--- src/rtl/gpio_lvl_pkg.sv ---
package gpio_lvl_pkg;
  // Word indices of the register bank; software relies on this order.
  localparam int unsigned IDX_FUNC   = 0;
  localparam int unsigned IDX_DIR    = 1;
  localparam int unsigned IDX_DATA   = 2;
  localparam int unsigned IDX_LEVEL  = 3;
  localparam int unsigned IDX_STATUS = 4;
  localparam int unsigned IDX_NMIEN  = 5;
  localparam int unsigned NUM_REGS   = 6;

  // Slots inside the plain read/write register file.
  localparam int unsigned SLOT_FUNC  = 0;
  localparam int unsigned SLOT_DIR   = 1;
  localparam int unsigned SLOT_DATA  = 2;
  localparam int unsigned SLOT_LEVEL = 3;
  localparam int unsigned SLOT_NMIEN = 4;
  localparam int unsigned NUM_RW     = 5;
endpackage

--- src/rtl/gpio_lvl_sync.sv ---
module gpio_lvl_sync #(
  parameter int WIDTH  = 32,
  parameter int STAGES = 2
) (
  input  logic             clk,
  input  logic             rst_n,
  input  logic [WIDTH-1:0] d,
  output logic [WIDTH-1:0] q
);
  logic [STAGES-1:0][WIDTH-1:0] chain;

  generate
    for (genvar s = 0; s < STAGES; s++) begin : g_stage
      if (s == 0) begin : g_first
        always_ff @(posedge clk or negedge rst_n) begin
          if (!rst_n) chain[0] <= '0;
          else        chain[0] <= d;
        end
      end else begin : g_next
        always_ff @(posedge clk or negedge rst_n) begin
          if (!rst_n) chain[s] <= '0;
          else        chain[s] <= chain[s-1];
        end
      end
    end
  endgenerate

  assign q = chain[STAGES-1];
endmodule

--- src/rtl/gpio_lvl_busif.sv ---
module gpio_lvl_busif #(
  parameter int ADDR_W   = 8,
  parameter int DATA_W   = 32,
  parameter int NUM_REGS = 6,
  localparam int IDX_W   = ADDR_W - 2
) (
  input  logic              clk,
  input  logic              rst_n,
  input  logic              req_valid,
  output logic              req_ready,
  input  logic              req_write,
  input  logic [ADDR_W-1:0] req_addr,
  input  logic [DATA_W-1:0] req_wdata,
  output logic              rsp_valid,
  input  logic              rsp_ready,
  output logic [DATA_W-1:0] rsp_rdata,
  // towards the register bank
  output logic              wr_en,
  output logic [IDX_W-1:0]  acc_idx,
  output logic [DATA_W-1:0] acc_wdata,
  input  logic [DATA_W-1:0] rd_word
);
  logic accept;
  logic mapped;

  assign req_ready = !rsp_valid || rsp_ready;
  assign accept    = req_valid && req_ready;
  assign acc_idx   = req_addr[ADDR_W-1:2];
  assign acc_wdata = req_wdata;
  assign mapped    = (req_addr[1:0] == 2'b00) && (acc_idx < IDX_W'(NUM_REGS));
  assign wr_en     = accept && req_write && mapped;

  always_ff @(posedge clk or negedge rst_n) begin
    if (!rst_n) begin
      rsp_valid <= 1'b0;
      rsp_rdata <= '0;
    end else if (accept) begin
      rsp_valid <= 1'b1;
      rsp_rdata <= (!req_write && mapped) ? rd_word : '0;
    end else if (rsp_ready) begin
      rsp_valid <= 1'b0;
    end
  end
endmodule

--- src/rtl/gpio_lvl_cfg.sv ---
module gpio_lvl_cfg #(
  parameter int WIDTH = 32,
  parameter int COUNT = 5
) (
  input  logic                        clk,
  input  logic                        rst_n,
  input  logic [COUNT-1:0]            we,
  input  logic [WIDTH-1:0]            wdata,
  output logic [COUNT-1:0][WIDTH-1:0] q
);
  generate
    for (genvar r = 0; r < COUNT; r++) begin : g_reg
      always_ff @(posedge clk or negedge rst_n) begin
        if (!rst_n)     q[r] <= '0;
        else if (we[r]) q[r] <= wdata;
      end
    end
  endgenerate
endmodule

--- src/rtl/gpio_lvl_status.sv ---
module gpio_lvl_status #(
  parameter int PINS = 32
) (
  input  logic            clk,
  input  logic            rst_n,
  input  logic [PINS-1:0] pin_sync,
  input  logic [PINS-1:0] level,
  input  logic [PINS-1:0] clr,
  input  logic [PINS-1:0] enable,
  output logic [PINS-1:0] status,
  output logic            irq
);
  generate
    for (genvar i = 0; i < PINS; i++) begin : g_pin
      logic hit;
      assign hit = (pin_sync[i] == level[i]);
      // Set has priority over a same-cycle clear.
      always_ff @(posedge clk or negedge rst_n) begin
        if (!rst_n) status[i] <= 1'b0;
        else        status[i] <= hit || (status[i] && !clr[i]);
      end
    end
  endgenerate

  assign irq = |(status & enable);
endmodule

--- src/rtl/gpio_lvl_ctrl.sv ---
module gpio_lvl_ctrl
  import gpio_lvl_pkg::*;
#(
  parameter int PINS   = 32,
  parameter int ADDR_W = 8,
  parameter int SYNC_STAGES = 2
) (
  input  logic              clk,
  input  logic              rst_n,
  input  logic              req_valid,
  output logic              req_ready,
  input  logic              req_write,
  input  logic [ADDR_W-1:0] req_addr,
  input  logic [PINS-1:0]   req_wdata,
  output logic              rsp_valid,
  input  logic              rsp_ready,
  output logic [PINS-1:0]   rsp_rdata,
  input  logic [PINS-1:0]   pin_in,
  output logic [PINS-1:0]   pin_out,
  output logic [PINS-1:0]   pin_oe,
  output logic [PINS-1:0]   alt_sel,
  output logic              nmi_out
);
  localparam int IDX_W = ADDR_W - 2;

  logic                       wr_en;
  logic [IDX_W-1:0]           acc_idx;
  logic [PINS-1:0]            acc_wdata;
  logic [PINS-1:0]            rd_word;
  logic [NUM_RW-1:0]          rw_we;
  logic [NUM_RW-1:0][PINS-1:0] rw_q;
  logic [PINS-1:0]            pin_sync;
  logic [PINS-1:0]            level_q;
  logic [PINS-1:0]            status_q;
  logic [PINS-1:0]            clr_mask;

  gpio_lvl_busif #(.ADDR_W(ADDR_W), .DATA_W(PINS), .NUM_REGS(NUM_REGS)) u_bus (
    .clk(clk), .rst_n(rst_n),
    .req_valid(req_valid), .req_ready(req_ready), .req_write(req_write),
    .req_addr(req_addr), .req_wdata(req_wdata),
    .rsp_valid(rsp_valid), .rsp_ready(rsp_ready), .rsp_rdata(rsp_rdata),
    .wr_en(wr_en), .acc_idx(acc_idx), .acc_wdata(acc_wdata), .rd_word(rd_word)
  );

  // Write strobes for the plain registers.
  always_comb begin
    rw_we = '0;
    if (wr_en) begin
      case (acc_idx)
        IDX_W'(IDX_FUNC):  rw_we[SLOT_FUNC]  = 1'b1;
        IDX_W'(IDX_DIR):   rw_we[SLOT_DIR]   = 1'b1;
        IDX_W'(IDX_DATA):  rw_we[SLOT_DATA]  = 1'b1;
        IDX_W'(IDX_LEVEL): rw_we[SLOT_LEVEL] = 1'b1;
        IDX_W'(IDX_NMIEN): rw_we[SLOT_NMIEN] = 1'b1;
        default:           rw_we = '0;
      endcase
    end
  end

  assign clr_mask = (wr_en && acc_idx == IDX_W'(IDX_STATUS)) ? acc_wdata : '0;

  gpio_lvl_cfg #(.WIDTH(PINS), .COUNT(NUM_RW)) u_cfg (
    .clk(clk), .rst_n(rst_n), .we(rw_we), .wdata(acc_wdata), .q(rw_q)
  );

  gpio_lvl_sync #(.WIDTH(PINS), .STAGES(SYNC_STAGES)) u_sync (
    .clk(clk), .rst_n(rst_n), .d(pin_in), .q(pin_sync)
  );

  assign level_q = rw_q[SLOT_LEVEL];

  gpio_lvl_status #(.PINS(PINS)) u_stat (
    .clk(clk), .rst_n(rst_n),
    .pin_sync(pin_sync), .level(level_q), .clr(clr_mask),
    .enable(rw_q[SLOT_NMIEN]), .status(status_q), .irq(nmi_out)
  );

  // Read selection; data reads return synchronized pins.
  always_comb begin
    case (acc_idx)
      IDX_W'(IDX_FUNC):   rd_word = rw_q[SLOT_FUNC];
      IDX_W'(IDX_DIR):    rd_word = rw_q[SLOT_DIR];
      IDX_W'(IDX_DATA):   rd_word = pin_sync;
      IDX_W'(IDX_LEVEL):  rd_word = level_q;
      IDX_W'(IDX_STATUS): rd_word = status_q;
      IDX_W'(IDX_NMIEN):  rd_word = rw_q[SLOT_NMIEN];
      default:            rd_word = '0;
    endcase
  end

  assign alt_sel = rw_q[SLOT_FUNC];
  assign pin_out = rw_q[SLOT_DATA];
  assign pin_oe  = ~rw_q[SLOT_FUNC] & rw_q[SLOT_DIR];
endmodule

--- config.mk ---
export PLATFORM = sky130hd
export DESIGN_NAME = gpio_lvl_ctrl
export DESIGN_NICKNAME = d
export VERILOG_FILES = /design/src/rtl/gpio_lvl_pkg.sv /design/src/rtl/gpio_lvl_sync.sv /design/src/rtl/gpio_lvl_busif.sv /design/src/rtl/gpio_lvl_cfg.sv /design/src/rtl/gpio_lvl_status.sv /design/src/rtl/gpio_lvl_ctrl.sv
export SDC_FILE = /design/constraint.sdc
export NUM_CORES = 1
export LEC_CHECK = 0
export BUFFER_PORTS_ARGS = -buffer_cell sky130_fd_sc_hd__buf_2
export CAP_MARGIN = 20
export CORE_UTILIZATION = 50
export DETAILED_ROUTE_END_ITERATION = 10
export MAX_ROUTING_LAYER = met4
export PLACE_DENSITY = 0.72
export REMOVE_ABC_BUFFERS = 1
export SETUP_SLACK_MARGIN = 0.05
export SLEW_MARGIN = 10
export SYNTH_ARGS = -nofsm -noshare
export SYNTH_HDL_FRONTEND = slang
export SYNTH_SLANG_ARGS = --single-unit
--- constraint.sdc ---
create_clock -name clk -period 5.6 [get_ports clk]
set_clock_uncertainty 0.1 [all_clocks]
set_input_delay 1.12 -clock clk [delete_from_list [all_inputs] [get_ports clk]]
set_output_delay 1.12 -clock clk [all_outputs]
set_load 0.005 [all_outputs]
==> results of run 1 <==
state kept, by name (all words and copies together), names as in the netlist:
| register | count |
|---|---|
| u_bus.rsp_rdata | 32 |
| u_bus.rsp_valid | 1 |
| u_cfg.q | 160 |
| u_stat.status | 32 |
| u_sync.chain | 32 |
| u_sync.q | 32 |
critical path, stage by stage:
cell and delay, ps:
buf_2 360, a211oi_4 500, nand4_4 230, or4_2 1150, a221o_1 440
report_power, final:
group	internal, W	switching (W)
Clock	0.00114	0.000824
Sequential	0.00213	0.0000329
Combinational	0.0000853	0.000149
logic make-up after synthesis:
group | synth area share (%)
AOI/OAI and AO/OA | 13.2
DFF | 56.4
buffers and inverters | 7.41
muxes | 18.2
and+or+nand+nor | 4.82
path summary, 6_finish.rpt:
path                                             endpoint  slack (ps)
setup / recovery               u_stat.status[7]$_DFF_PN0_        2080
hold / removal                     u_sync.q[12]$_DFF_PN0_         250
setup reg to reg               u_stat.status[7]$_DFF_PN0_        2910
hold reg to reg                    u_sync.q[12]$_DFF_PN0_         250
max in group asynchronous  u_bus.rsp_rdata[1]$_DFFE_PN0P_        3720
min in group asynchronous         u_cfg.q[84]$_DFFE_PN0P_         500
layout make-up:
type / count / area, um^2 / share of cell area, %
diodes: 1 / 2.50 / 0.0171
flip-flops and latches: 289 / 7230 / 49.3
well taps: 330 / 413 / 2.82
inverters: 33 / 124 / 0.845
multi-input cells: 518 / 4690 / 32.0
repair buffers: 223 / 1200 / 8.21
clock inverters: 14 / 115 / 0.785
clock buffers: 42 / 877 / 5.98
routing by layer:
metal	up-vias	track usage (%)	wire length [um]
li1	3809	-	-
met1	4360	34.0	13800
met2	360	39.7	15200
met3	55	3.52	2130
met4	0	6.60	688
met5	-	-	0
stage by stage:
stage	worst slack, ps	total power (W)	util (%)	hold slack [ps]	instances
3_5_place_dp	1330	0.00244	54.2	235	1392
2_1_floorplan	240	0.00228	-	231	840
4_1_cts	1900	0.00440	58.1	248	1448
5_1_grt	2010	0.00451	58.2	253	1450
3_3_place_gp	1390	0.00243	54.1	234	1391
6_report	2080	0.00436	58.2	246	1450
placed cells by master (no fill, tap or decap), drive strengths merged, types with 11 or more instances in the layout:
master / n
a222oi: 22
clkbuf: 42
buf: 223
o22ai: 32
dfrtp: 289
a22oi: 60
clkinv: 11
nor2b: 36
a221o: 32
o22a: 22
mux2: 162
nor3: 34
mux2i: 24
nand2: 12
a21oi: 44
inv: 33
==> impl_metrics.py, run 1 <==
metrics = {
    "run_status": {
        "status": "completed",
    },
    "yosys": {
        "yosysWarnings": 0,
        "synth_top_area_share_pct": 56.4,
        "synthCells": 965,
        "synth_seq_cells": 289,
        "netlist_top_cells_area": "dfrtp_1 (56%), mux2_2 (8.8%), mux2_4 (7.0%), buf_4 (4.2%), a22oi_1 (3.5%)",
        "synth_top_flop_cell": "dfrtp_1",
        "synth-edff-count": 0,
        "syn_avg_cell_area_um2": 13.3,
        "seq_area_frac_synth_pct": 56.4,
        "yosysMostFrequentCell": "dfrtp_1",
        "netlist_area_mm2": 0.0128,
        "yosysUniqueCellTypes": 38,
        "async_reset_ff_share_pct": 100,
        "yosysTopAreaCell": "dfrtp_1",
        "synthTopCellsByCount": "dfrtp_1 (289), mux2_2 (100), buf_4 (71)",
    },
    "clock_tree": {
        "cts_buffer_depth": 3,
        "hold_buffers": 0,
        "h-tree-depth": 1,
        "cts.sinks": 289,
        "cts_resized": 0,
        "clk_latency_ps": 550,
        "cts_made_buffers": 30,
        "clk_pin_slew_ps": 60,
        "ctsRootBufferMaster": "clkbuf_16",
        "cts_tree": "built",
        "post-cts-setup-buffer-count": 0,
    },
    "timing": {
        "tightest_slew_ps": 1160,
        "period_share_pct": 62.8,
        "slew_headroom_pct": 22.4,
        "max_freq_mhz": 284,
        "finalHoldViolations": 0,
        "finalCriticalPeriod_ps": 3520,
        "slew_violations": 0,
        "tns_ps": 0,
        "setup_viol": 0,
        "rsz0062_at_grt": "false",
    },
    "die": {
        "die-area_mm2": 0.0263,
        "die_height_um": 162,
        "initial_core_util_pct": 50.9,
        "fp-row-count": 58,
        "ios": 208,
        "die_w_um": 162,
        "design.core.area_mm2": 0.0252,
    },
    "grt": {
        "track_usage_pct": 25.0,
        "grt_start_max_net_pins": 134,
        "grt_pass1_vias": 8654,
        "grt_pass1_wl_mm": 49.4,
        "antenna_found_initial": 1,
        "grt-ovfl-total": 0,
    },
    "setup_path": {
        "critPathRequiredTime_ps": 5920,
        "worstPathMaxFanout": 32,
        "path_class": "primary input to flip-flop",
        "rr_startpoint": "u_bus.rsp_valid$_DFFE_PN0P_",
        "reg2reg_depth": 4,
        "start_kind": "primary input",
        "cp_data_arrival_time_ps": 3840,
        "crit_path_start": "req_addr[4]",
        "end_kind": "flip-flop",
    },
    "route": {
        "vias": 8584,
        "totalWireLength_mm": 31.9,
        "drtPass1Iterations": 11,
        "viasPerCell": 5.92,
        "drtAntennaViolNets": 0,
        "drt_iter0_markers": 753,
        "drcViolationCount": 0,
        "wl_per_cell_um": 22.0,
    },
    "final_layout": {
        "nFillCells": 2089,
        "final_area_mm2": 0.0147,
        "layout.nets": 1172,
        "layout-area-overhead-vs-synth_pct": 14.3,
        "drive_gt1_share_pct": 40.3,
    },
    "placement": {
        "io_buffers": 207,
        "dp_hpwl_mm": 19.9,
        "place_area_mm2": 0.0136,
        "gp_congestion": 0.841,
    },
    "pwr": {
        "leakage_nw": 7.38,
        "peakVddDrop_v": 0.000197,
        "power_density_mw_per_mm2": 298,
    },
    "flow_run": {
        "maxCapViolCount": 0,
    },
    "hold_path": {
        "hold_path.startpoint": "u_sync.chain[12]$_DFF_PN0_",
        "holdPathStages": 0,
        "min-delay-path-class": "flip-flop to flip-flop",
    },
}
(Power assumes the default switching activity.)
==> run 2: changes to the inputs <==
PLACE_DENSITY = 0.75   (was 0.72)
clock period = 2.9 ns   (was 5.6 ns; I/O delays follow)
==> run 2 against run 1 <==
  * Clock-buffer cell count grew 2
  * Sequential power grew 94%
  * Hold slack lost 220 ps
  * Critical path type is now flip-flop to output pin
  * Cell count grew 1.8%
  * Clock power grew 100%
  * Highest routed layer unchanged
  * Non-clock buffer count grew 29
  * Total power grew 99%
  * Combinational power grew 110%
  * Core utilization grew 1.4 points
  * Critical path depth shrank 1
  * Sequential share of layout area shrank 1.2 points
==> impl_metrics.py, run 2 (synthesized netlist as in run 1, its figures left out) <==
metrics = {
    "pwr": {
        "internal_power_w": 0.00677,
        "p_sw_share_pct": 22.1,
        "power_density_mw_per_mm2": 579,
        "combinationalPowerShare_pct": 5.6,
        "seq_power_share_pct": 48.1,
        "leakage_nw": 7.56,
        "finalPower_w": 0.00869,
        "pwr-share-clk_pct": 46.3,
        "peakVddDrop_v": 0.000385,
        "p_switching_w": 0.00192,
    },
    "route": {
        "drcViolationCount": 0,
        "vias": 8888,
        "drt_iter0_markers": 803,
        "drtAntennaViolNets": 0,
        "viasPerCell": 6.02,
        "totalWireLength_mm": 33.2,
        "drtPass1Iterations": 5,
        "wl_per_cell_um": 22.5,
    },
    "clock_tree": {
        "clk_latency_ps": 560,
        "h-tree-depth": 1,
        "cts_made_buffers": 30,
        "ctsRootBufferMaster": "clkbuf_16",
        "clk_pin_slew_ps": 60,
        "cts.sinks": 289,
        "cts_buffer_depth": 3,
        "cts_tree": "built",
    },
    "grt": {
        "grt_start_max_net_pins": 86,
        "grt-ovfl-total": 0,
        "antenna_found_initial": 2,
        "gr-usage-met2_pct": 40.9,
        "grt_pass1_wl_mm": 52.1,
        "grt_pass1_vias": 9063,
        "track_usage_pct": 26.4,
        "use_met1_pct": 34.8,
        "busiest_layer": "met2",
        "grt_util_met3_pct": 4.88,
    },
    "timing": {
        "slew_headroom_pct": 58.8,
        "rsz0062_at_grt": "false",
        "setup_viol": 0,
        "finalHoldViolations": 0,
        "period_share_pct": 95.8,
        "max_freq_mhz": 360,
        "hold_slack_ps": 26.9,
        "tightest_slew_ps": 613,
        "slew_violations": 0,
        "finalCriticalPeriod_ps": 2780,
    },
    "run_status": {
        "status": "completed",
    },
    "setup_path": {
        "crit_path_start": "u_stat.status[16]$_DFF_PN0_",
        "path_class": "flip-flop to output pin",
        "reg2reg_depth": 5,
        "rrSetupSlack_ps": 730,
        "critPathRequiredTime_ps": 2220,
        "rr_endpoint": "u_cfg.q[70]$_DFFE_PN0P_",
        "worstPathMaxFanout": 4,
        "rr_startpoint": "u_bus.rsp_valid$_DFFE_PN0P_",
        "start_kind": "flip-flop",
        "cp_data_arrival_time_ps": 2100,
        "end_kind": "output pin",
    },
    "die": {
        "die_height_um": 162,
        "ios": 208,
        "design.core.area_mm2": 0.0252,
        "fp-row-count": 58,
        "die-area_mm2": 0.0263,
        "die_w_um": 162,
        "initial_core_util_pct": 50.9,
    },
    "placement": {
        "dp_hpwl_mm": 21.9,
        "gp_congestion": 0.840,
        "io_buffers": 207,
    },
    "final_layout": {
        "largest-register": "u_cfg.q",
        "drive_gt1_share_pct": 42.0,
        "layout.nets": 1201,
        "largest_register_ffs": 160,
        "final_common_cell": "dfrtp_1",
        "layout-area-overhead-vs-synth_pct": 17.1,
        "final_cell_mix": "dfrtp_1 (288), buf_2 (206), mux2_2 (100)",
    },
    "hold_path": {
        "min-delay-path-class": "primary input to flip-flop",
        "hold_path.startpoint": "pin_in[31]",
        "whs_endpoint": "u_sync.chain[31]$_DFF_PN0_",
        "holdPathStages": 1,
    },
    "flow_run": {
        "maxCapViolCount": 0,
    },
}
## run 2: power groups by stage
| stage | Combinational [W] | Clock, W | Sequential [W] |
|---|---|---|---|
| after floorplan | 0.000165 | 0 | 0.00423 |
| after global placement | 0.000479 | 0 | 0.00425 |
| after detailed placement | 0.000489 | 0 | 0.00425 |
| after CTS | 0.000493 | 0.00408 | 0.00418 |
| after global routing | 0.000535 | 0.00425 | 0.00418 |
| final | 0.000491 | 0.00402 | 0.00418 |
## run 2: worst max-delay path by stage
stage	to	slack [ps]	cells past startpoint
after detailed placement	u_cfg.q[72]$_DFFE_PN0P_	260	6
after global routing	nmi_out	50	4
final	nmi_out	120	4
after global placement	u_cfg.q[79]$_DFFE_PN0P_	310	6
after floorplan	u_cfg.q[100]$_DFFE_PN0P_	-1920	4
after CTS	nmi_out	60	4
## run 2: layer usage
layer	up-vias	wire length (um)
met5	-	0
li1	3863	-
met1	4529	13900
met4	0	1040
met2	423	15700
met3	73	2580
## run 2: final cells by class
class | count | area (um^2)
Antenna cell | 2 | 5.00
Inverter | 33 | 124
Sequential cell | 289 | 7230
Clock buffer | 44 | 895
Timing Repair Buffer | 252 | 1490
Fill cell | 1970 | 10200
Tap cell | 330 | 413
Multi-Input combinational cell | 518 | 4720
Clock inverter | 8 | 140
## run 2: critical path, stage by stage, from the launching register on
cell and delay, ps:
dfrtp_1 420, a22oi_2 260, nand4_1 170, or4_1 530, buf_2 160
## run 2: what timing repair did
item / in CTS / in global routing
hold buffers: 1 / 0
buffers inserted: 1 / 1
setup endpoints to repair: 1 / 1
resized for setup: 1 / 6
pin swaps: 2 / 4
hold endpoints to repair: 28 / 0
## run 2: stage by stage
step | cell area (um^2) | util [%] | setup TNS (ps) | setup WS [ps] | std cells
floorplan | 12000 | - | -156340 | -1920 | 840
global placement | 13900 | 55.3 | 0 | 306 | 1419
detailed placement | 13900 | 55.3 | 0 | 264 | 1419
CTS | 15000 | 59.5 | 0 | 56.6 | 1473
global route | 15000 | 59.6 | 0 | 51.8 | 1476
finish | 15000 | 59.6 | 0 | 122 | 1476
